**src/rtl/dslot_pkg.sv**
```systemverilog
package dslot_pkg;
  typedef enum logic [1:0] {
    CF_NONE = 2'd0,
    CF_JUMP = 2'd1,
    CF_CALL = 2'd2,
    CF_RET  = 2'd3
  } cf_op_e;
endpackage

```
**src/rtl/dslot_slot_ctr.sv**
```systemverilog
module dslot_slot_ctr #(
  parameter int AW    = 16,
  parameter int SLOTS = 2,
  localparam int CW   = $clog2(SLOTS + 1)
) (
  input  logic          clk,
  input  logic          rst,
  input  logic          adv,
  input  logic          load,
  input  logic [AW-1:0] load_tgt,
  output logic          busy,
  output logic          last,
  output logic [AW-1:0] tgt
);
  logic [CW-1:0] cnt_q;

  always_ff @(posedge clk) begin
    if (rst) begin
      cnt_q <= '0;
      tgt   <= '0;
    end else if (adv) begin
      if (load) begin
        cnt_q <= CW'(SLOTS);
        tgt   <= load_tgt;
      end else if (cnt_q != '0) begin
        cnt_q <= cnt_q - 1'b1;
      end
    end
  end

  assign busy = (cnt_q != '0);
  assign last = (cnt_q == CW'(1));

  // a new window may only open once the previous one is over
  assert_reload_idle_R3: assert property (@(posedge clk) disable iff (rst)
    load |-> !busy);
  // the counter never exceeds the slot count
  assert_cnt_bound_R3: assert property (@(posedge clk) disable iff (rst)
    cnt_q <= CW'(SLOTS));
endmodule

```
**src/rtl/dslot_ret_stack.sv**
```systemverilog
module dslot_ret_stack #(
  parameter int AW    = 16,
  parameter int DEPTH = 8,
  localparam int IW   = $clog2(DEPTH),
  localparam int PW   = $clog2(DEPTH + 1)
) (
  input  logic          clk,
  input  logic          rst,
  input  logic          push,
  input  logic          pop,
  input  logic [AW-1:0] push_data,
  output logic [AW-1:0] top_data,
  output logic          empty,
  output logic          err
);
  logic [AW-1:0] mem [DEPTH];
  logic [PW-1:0] ptr_q;
  logic          full;

  assign full     = (ptr_q == PW'(DEPTH));
  assign empty    = (ptr_q == '0);
  assign top_data = mem[IW'(ptr_q - 1'b1)];

  always_ff @(posedge clk) begin
    if (rst) begin
      ptr_q <= '0;
      err   <= 1'b0;
    end else begin
      if (push) begin
        if (full) err <= 1'b1;
        else begin
          mem[IW'(ptr_q)] <= push_data;
          ptr_q           <= ptr_q + 1'b1;
        end
      end else if (pop) begin
        if (empty) err <= 1'b1;
        else       ptr_q <= ptr_q - 1'b1;
      end
    end
  end

  assert_ptr_bound_R9: assert property (@(posedge clk) disable iff (rst)
    ptr_q <= PW'(DEPTH));
  assert_full_hold_R9: assert property (@(posedge clk) disable iff (rst)
    (push && full) |=> (ptr_q == $past(ptr_q)) && err);
  assert_empty_hold_R9: assert property (@(posedge clk) disable iff (rst)
    (pop && !push && empty) |=> (ptr_q == $past(ptr_q)) && err);
  assert_err_sticky_R9: assert property (@(posedge clk) disable iff (rst)
    err |=> err);
endmodule

```
**src/rtl/dslot_irq_gate.sv**
```systemverilog
module dslot_irq_gate (
  input  logic clk,
  input  logic rst,
  input  logic irq_req,
  input  logic allow,
  output logic take
);
  logic pend_q;

  assign take = allow && (pend_q || irq_req);

  always_ff @(posedge clk) begin
    if (rst) pend_q <= 1'b0;
    else     pend_q <= (pend_q || irq_req) && !take;
  end

  // a held request is never lost while it waits
  assert_hold_R7: assert property (@(posedge clk) disable iff (rst)
    (irq_req && !take) |=> pend_q);
endmodule

```
**src/rtl/dslot_pc_seq.sv**
```systemverilog
module dslot_pc_seq
  import dslot_pkg::*;
#(
  parameter int          AW        = 16,
  parameter int          SLOTS     = 2,
  parameter int          RAS_DEPTH = 8,
  parameter logic [15:0] IRQ_VEC   = 16'h0100
) (
  input  logic          clk,
  input  logic          rst,
  input  logic [1:0]    cf_op,
  input  logic          cf_delayed,
  input  logic [AW-1:0] cf_target,
  input  logic          irq_req,
  output logic [AW-1:0] fetch_addr,
  output logic          fetch_valid,
  output logic          irq_take,
  output logic [AW-1:0] irq_ret_addr,
  output logic          slot_err,
  output logic          ras_err
);
  localparam logic [AW-1:0] VEC = AW'(IRQ_VEC);

  function automatic logic [AW-1:0] push_point(input logic [AW-1:0] pc,
                                               input logic dly);
    return pc + AW'(1) + (dly ? AW'(SLOTS) : AW'(0));
  endfunction

  logic [AW-1:0] pc_q, nrm_next, dest, ras_top, slot_tgt;
  logic          valid_q, in_slot, slot_last, ras_empty;
  logic          cf_req, illegal, legal, xfer, start_delay, push, pop, allow;
  cf_op_e        op;

  assign op          = cf_op_e'(cf_op);
  assign cf_req      = valid_q && (op != CF_NONE);
  assign illegal     = cf_req && in_slot;
  assign legal       = cf_req && !in_slot;
  assign push        = legal && (op == CF_CALL);
  assign pop         = legal && (op == CF_RET);
  assign xfer        = legal && ((op != CF_RET) || !ras_empty);
  assign dest        = (op == CF_RET) ? ras_top : cf_target;
  assign start_delay = xfer && cf_delayed;
  assign allow       = valid_q && !start_delay && (!in_slot || slot_last);

  always_comb begin
    if (!valid_q)                   nrm_next = pc_q;
    else if (in_slot && slot_last)  nrm_next = slot_tgt;
    else if (xfer && !cf_delayed)   nrm_next = dest;
    else                            nrm_next = pc_q + AW'(1);
  end

  dslot_slot_ctr #(.AW(AW), .SLOTS(SLOTS)) u_slot (
    .clk(clk), .rst(rst), .adv(valid_q), .load(start_delay),
    .load_tgt(dest), .busy(in_slot), .last(slot_last), .tgt(slot_tgt));

  dslot_ret_stack #(.AW(AW), .DEPTH(RAS_DEPTH)) u_ras (
    .clk(clk), .rst(rst), .push(push), .pop(pop),
    .push_data(push_point(pc_q, cf_delayed)), .top_data(ras_top),
    .empty(ras_empty), .err(ras_err));

  dslot_irq_gate u_irq (
    .clk(clk), .rst(rst), .irq_req(irq_req), .allow(allow), .take(irq_take));

  always_ff @(posedge clk) begin
    if (rst) begin
      pc_q         <= '0;
      valid_q      <= 1'b0;
      slot_err     <= 1'b0;
      irq_ret_addr <= '0;
    end else begin
      valid_q <= 1'b1;
      pc_q    <= irq_take ? VEC : nrm_next;
      if (irq_take) irq_ret_addr <= nrm_next;
      if (illegal)  slot_err     <= 1'b1;
    end
  end

  assign fetch_addr  = pc_q;
  assign fetch_valid = valid_q;

  assert_seq_R2: assert property (@(posedge clk) disable iff (rst)
    (fetch_valid && !in_slot && cf_op == 2'd0 && !irq_take)
      |=> fetch_addr == $past(fetch_addr) + AW'(1));
  assert_slot_seq_R3: assert property (@(posedge clk) disable iff (rst)
    (fetch_valid && in_slot && !slot_last) |=> fetch_addr == $past(fetch_addr) + AW'(1));
  assert_slot_exit_R3: assert property (@(posedge clk) disable iff (rst)
    (fetch_valid && slot_last && !irq_take) |=> fetch_addr == $past(slot_tgt));
  assert_jump_now_R4: assert property (@(posedge clk) disable iff (rst)
    (fetch_valid && !in_slot && cf_op == 2'd1 && !cf_delayed && !irq_take)
      |=> fetch_addr == $past(cf_target));
  assert_slot_irq_hold_R7: assert property (@(posedge clk) disable iff (rst)
    (in_slot && !slot_last) |-> !irq_take);
  assert_irq_vector_R7: assert property (@(posedge clk) disable iff (rst)
    irq_take |=> fetch_addr == VEC);
  assert_illegal_flag_R8: assert property (@(posedge clk) disable iff (rst)
    illegal |=> slot_err);
  assert_slot_err_sticky_R8: assert property (@(posedge clk) disable iff (rst)
    slot_err |=> slot_err);
endmodule

```
**config.mk**
```make
export PLATFORM = sky130hd
export DESIGN_NAME = dslot_pc_seq
export DESIGN_NICKNAME = d
export VERILOG_FILES = /design/src/rtl/dslot_pkg.sv /design/src/rtl/dslot_slot_ctr.sv /design/src/rtl/dslot_ret_stack.sv /design/src/rtl/dslot_irq_gate.sv /design/src/rtl/dslot_pc_seq.sv
export SDC_FILE = /design/constraint.sdc
export NUM_CORES = 1
export LEC_CHECK = 0
export BUFFER_PORTS_ARGS = -buffer_cell sky130_fd_sc_hd__buf_4
export CAP_MARGIN = 10
export CORE_MARGIN = 4
export CORE_UTILIZATION = 62
export CTS_BUF_LIST = sky130_fd_sc_hd__clkbuf_8
export CTS_CLUSTER_DIAMETER = 60
export DETAILED_ROUTE_END_ITERATION = 7
export MAX_ROUTING_LAYER = met4
export PLACE_DENSITY_LB_ADDON = 0.3
export RECOVER_POWER = 50
export SETUP_SLACK_MARGIN = 0.5
export SYNTH_ARGS = -nofsm -noshare
export SYNTH_HDL_FRONTEND = slang
export SYNTH_SLANG_ARGS = --single-unit
export TNS_END_PERCENT = 100
```
**constraint.sdc**
```tcl
create_clock -name clk -period 3.95 [get_ports clk]
set_input_delay 0.79 -clock clk [delete_from_list [all_inputs] [get_ports clk]]
set_output_delay 0.79 -clock clk [all_outputs]
set_load 0.01 [all_outputs]
```
# After elaboration in Yosys (flattened, before gate mapping)
# Memories as Yosys holds them, arrays and structs flattened.
# Index checks and enable logic that the tools add are counted.
totals:
  regBits: 58
  ram_bits: 128
  in_bits: 22
  elab_cells: 77
  memories: 1
memory_table:
  columns: ["name", "depth", "width", "read_ports", "rd_clocked_by_memory_dff", "wr", "line_no", "rtl"]
  rows:
  - ["u_ras.mem", 8, 16, 1, 0, 1, "dslot_ret_stack.sv:16", "logic [AW-1:0] mem [DEPTH];"]
classes:
  add_sub_neg: 5
  n_eq_ne: 8
  muxes: 21
  reduce_logical: 32
ops:
  columns: ["operator", "n"]
  rows:
  - ["two-way mux 16 bit", 4]
  - ["adder 16 x 1 -> 16 bit (second input constant)", 1]
  - ["adder 16 x 2 -> 16 bit", 1]
  - ["two-way mux 4 bit", 4]
  - ["logical AND 1 bit", 13]
  - ["nonzero test 2 bit", 5]
  - ["two-way mux 1 bit", 9]
  - ["two-way mux 9 bit", 1]
  - ["two-way mux 2 bit", 3]
  - ["AND reduction 3 bit", 2]
  - ["zero test 1 bit", 5]
  - ["adder 4 x 1 -> 4 bit (second input constant)", 1]
  - ["== test 2 bit (second input constant)", 2]
  - ["== test 4 bit (second input constant)", 1]
  - ["zero test 4 bit", 1]
  - ["inequality test 2 x 1 -> 1 bit (second input constant)", 2]
  - ["inequality test 2 bit (second input constant)", 2]
  - ["AND reduction 2 bit", 2]
  - ["subtractor 4 x 1 -> 4 bit (second input constant)", 1]
  - ["logical OR 1 bit", 3]
  - ["== test 2 x 1 -> 1 bit (second input constant)", 1]
  - ["OR reduction 2 bit", 1]
  - ["subtractor 2 x 1 -> 2 bit (second input constant)", 1]

# Longest topological paths before layout
logic_depth:
  word_depth: 11
  ltp_mapped: 13

# Cells and area by module
# From an unflattened synthesis, not the netlist that was laid out.
hier_totals:
  hier_cells: 690
  hier_area_um2: 8692.1
by_module_without_submodules:
  columns: ["mod", "instances", "cells_each", "area_each_um2"]
  rows:
  - ["dslot_ret_stack", 1, 240, 5233.8]
  - ["dslot_pc_seq", 1, 362, 2680.1]
  - ["dslot_slot_ctr", 1, 84, 735.7]
  - ["dslot_irq_gate", 1, 4, 42.5]

# Worst setup path before layout
# No wires, ideal clock.
synth_path:
  path_type: "flip-flop to flip-flop"
  startpoint: "reg u_ras.ptr_q[0]"
  endpoint: "mem u_ras.mem[5][0] (enable)"
  setup_ns: 0.409
  t_arrival_ns: 2.626
  path_slack_ns: 0.914
  stages_incl_launch_ff: 9
  path_buffers: 3
  period_less_slack_ns: 3.036
  cell_sequence: "dfxtp_1 -> buf_6 -> buf_6 -> buf_6 -> inv_1 -> ha_1 -> a31oi_1 -> nand3_1 -> nor3_1"
synth_via:
  elab_chain_cells: 5
synth_rtl:
  columns: ["item", "line_no", "rtl"]
  rows:
  - ["start, declared", "dslot_ret_stack.sv:17", "logic [PW-1:0] ptr_q;"]
  - ["start signal, assigned", "dslot_ret_stack.sv:33", "ptr_q <= ptr_q + 1'b1;"]
  - ["start signal, assigned", "dslot_ret_stack.sv:37", "else ptr_q <= ptr_q - 1'b1;"]
  - ["== test 4 bit", "dslot_ret_stack.sv:20", "assign full = (ptr_q == PW'(DEPTH));"]
  - ["two-way mux 1 bit", "dslot_ret_stack.sv:30", "if (full) err <= 1'b1;"]
  - ["two-way mux 1 bit", "dslot_ret_stack.sv:29", "if (push) begin"]
  - ["two-way mux 1 bit", "dslot_ret_stack.sv:25", "if (rst) begin"]
  - ["two-way mux 1 bit (implied by the code)", "dslot_ret_stack.sv:32", "mem[IW'(ptr_q)] <= push_data;"]
  - ["end, declared", "dslot_ret_stack.sv:16", null]
# Parallel ways exist; a longest one is shown, timed or not.

# Worst setup path in the final report
layout_path:
  startpoint: "reg pc_q[1] (netlist: fetch_addr[1])"
  endpoint: "mem u_ras.mem[7][13], data pin"
layout_via:
  elab_chain_cells: 2
layout_rtl:
  columns: ["item", "line_no", "rtl"]
  rows:
  - ["start, declared", "dslot_pc_seq.sv:29", "logic [AW-1:0] pc_q, nrm_next, dest, ras_top, slot_tgt;"]
  - ["start signal, assigned", "dslot_pc_seq.sv:72", "pc_q <= irq_take ? VEC : nrm_next;"]
  - ["adder 16 x 1 -> 16 bit", "dslot_pc_seq.sv:26", "return pc + AW'(1) + (dly ? AW'(SLOTS) : AW'(0));"]
  - ["adder 16 x 2 -> 16 bit", "dslot_pc_seq.sv:26", null]
  - ["named net u_ras.push_data[13]", "dslot_ret_stack.sv:11", "input logic [AW-1:0] push_data,"]
# The timed path passes the listed nets, and every way through them passes these cells.

==> reports/metrics.yaml <==
outcome:
  status: "finished, violations left"
  violations: "capacitance limit, slew limit"
clocking:
  hold_buffers: 0
  cts_tree: "yes"
  root_buffer: "clkbuf_8"
  clkTransAtPathRegs_ns: 0.09
  cts_made_buffers: 17
  htree_levels: 4
  post_cts_buffers: 0
  clockBufferDepth: 2
  clkSinkCount: 186
  cts.repair.resized: 0
  insertion_delay_ns: 0.47
setup_path:
  path_class: "reg -> reg"
  start_kind: "flip-flop"
  cpMaxStageDelayCell: "dfxtp_1"
  cp_max_fo: 13
  cp-end-kind: "flip-flop"
  crit_top_cell: "xor2_1"
  cp.required_ns: 4.14
  cp_cell_sequence: "ha_1 > nand3_1 > xor2_1 > a2111oi_4 > and3_1 > nor3b_2 > xor2_1"
  cpPeakStageDelay_ns: 0.59
  arrival_ns: 3.35
cells_and_area:
  layout-drive-gt1-share: 0.150
  mostFrequentLayoutCell: "edfxtp_1"
  finalNetCount: 750
  antenna_cells: 0
  syn_to_final_growth_pct: 8.85
  stdcell_count: 907
  mostFrequentLayoutCells: "128 x edfxtp_1, 59 x nand2_1, 57 x dfxtp_1"
job:
  cap_violations: 1
die:
  die-area_um2: 15700
  row_count: 42
  core_um2: 13300
  die_w_um: 125
  num_io_pins: 58
  chipHeight_um: 125
  initial_core_util: 0.639
placement:
  hpwl_um: 13000
  dp_cells: 876
  gp_congestion: 0.994
  io_buffers: 57
power_and_ir_drop:
  p_sw_frac: 0.289
  pwr-share-comb: 0.173
  p_sw_mw: 1.20
  power.density_nw_per_um2: 449
  power_leakage_nw: 3.14
  intPower_mw: 2.96
  power_frac_clock: 0.293
  pwr-share-seq: 0.534
  ir_worst_vdd_uv: 313
  total_power_mw: 4.16
sta:
  worst_slew_pin_slew_ns: 1.54
  relSlewSlack: -0.0276
  fin_crit_ns: 3.16
  slew_viol_final: 31
  clock.fmax_mhz: 317
  grt_setup_unrepaired: "false"
  fin_tns_setup_ns: 0
  finalHoldViolCount: 0
  post-route-period-util: 0.800
  finalSetupViolCount: 0
  whs_ns: 0.461
  skew_ns: 0.0112
detailed_routing:
  routed_wl_um: 19500
  via_per_inst: 6.45
  routedWlPerCell_um: 21.5
  ant_nets: 0
  drtIter0Drc: 843
  drc: 0
  firstDrtPassIters: 7
  dr_total_vias: 5846
yosys:
  syn_inst: 673
  synth-edff-count: 128
  synthFlopType: "edfxtp_1"
  async_reset_ff_frac: 0
  netlist.top_cell.by_area: "edfxtp_1"
  yosysWarnings: 0
  synth_cell_types: 67
  syn_area_per_cell_um2: 12.7
  synthTopCellsByArea: "edfxtp_1 45%, dfxtp_1 14%, mux4_2 8.5%"
  ys_seq_elements: 186
  synthesis.nets: 704
  yosysTopAreaCellShare: 0.451
  syn-cell-area_um2: 8530
  yosysSeqAreaShare: 0.587
global_route:
  grt_max_degree: 46
  grt_pass1_vias: 5634
  grt_util_all_layers: 0.262
  antenna_found_initial: 0
  grt_pass1_wl_um: 30600
  grt-ovfl-total: 0
hold_path:
  hp-class: "reg -> reg"
==> sequential cells by signal (all words and copies together), names as in the netlist <==
signal        cells
fetch_addr       16
fetch_valid       1
irq_ret_addr     16
slot_err          1
u_irq.pend_q      1
u_ras.err         1
u_ras.mem       128
u_ras.ptr_q       4
u_slot.cnt_q      2
u_slot.tgt       16
==> cells by family after synthesis <==
group	share of synthesized area
compound gates	0.0986
fa+ha+maj	0.0132
simple gates	0.125
buf+inv	0.0330
flops	0.587
mux	0.106
xor+xnor	0.0371
==> worst max-delay path, delay by kind of cell, from the launching register on <==
family	cells	cell delay (ns)
flops	1	0.59
xor+xnor	2	0.71
simple gates	3	0.71
compound gates	1	0.40
fa+ha+maj	1	0.48
==> cell type report <==
type | count | area, µm²
sequential | 186 | 5010
fill | 979 | 4070
clock buffer | 17 | 234
tap | 176 | 220
inverter | 12 | 45.0
clock inverter | 14 | 138
multi-input combinational | 429 | 3250
timing repair buffer | 73 | 387
==> metrics by stage <==
step | instance area [µm²] | utilization | worst slack, ns
finish | 9280 | 0.695 | 0.791
CTS | 9460 | 0.709 | 0.794
floorplan | 8530 | - | 0.914
global route | 9280 | 0.695 | 0.501
global placement | 9090 | 0.681 | 1.02
detailed placement | 9090 | 0.681 | 0.867
==> Yosys cell counts (7+ instances only) <==
library cell  instances
edfxtp_1            128
nand2_1              59
dfxtp_1              58
nor2_1               52
o21ai_0              36
mux4_2               32
a21oi_1              27
clkbuf_1             23
nand3_1              20
xnor2_1              17
nor3_1               16
xor2_1               16
mux2i_1              15
a211oi_1             14
buf_2                13
inv_1                12
ha_1                  9
nand2b_1              9
nor4_1                9
nand4_1               7
==> worst paths after layout <==
check                                     from                           end  slack, ns  cells after the start
hold / removal    irq_ret_addr[7]$_SDFFE_PP0P_  irq_ret_addr[7]$_SDFFE_PP0P_       0.46                      2
setup / recovery      fetch_addr[1]$_SDFF_PP0_    u_ras.mem[7][13]$_DFFE_PP_       0.79                      7
setup reg to reg      fetch_addr[1]$_SDFF_PP0_    u_ras.mem[7][13]$_DFFE_PP_       0.79                      7
hold reg to reg   irq_ret_addr[7]$_SDFFE_PP0P_  irq_ret_addr[7]$_SDFFE_PP0P_       0.46                      2
==> metal layers <==
metal | global-route usage | up-vias | part of all wire
met4 | 0.0989 | 0 | 0.026
met2 | 0.403 | 323 | 0.47
li1 | - | 2628 | -
met3 | 0.0542 | 43 | 0.090
met1 | 0.348 | 2852 | 0.41
met5 | - | - | 0
==> power groups by stage <==
stage	registers (mW)	logic, mW	clock network [mW]
after CTS	2.22	0.741	1.24
after global routing	2.23	0.785	1.32
after floorplan	2.25	0.539	0
final	2.22	0.722	1.22
after global placement	2.26	0.721	0
after detailed placement	2.27	0.738	0
Power figures use the tool's default switching activity.
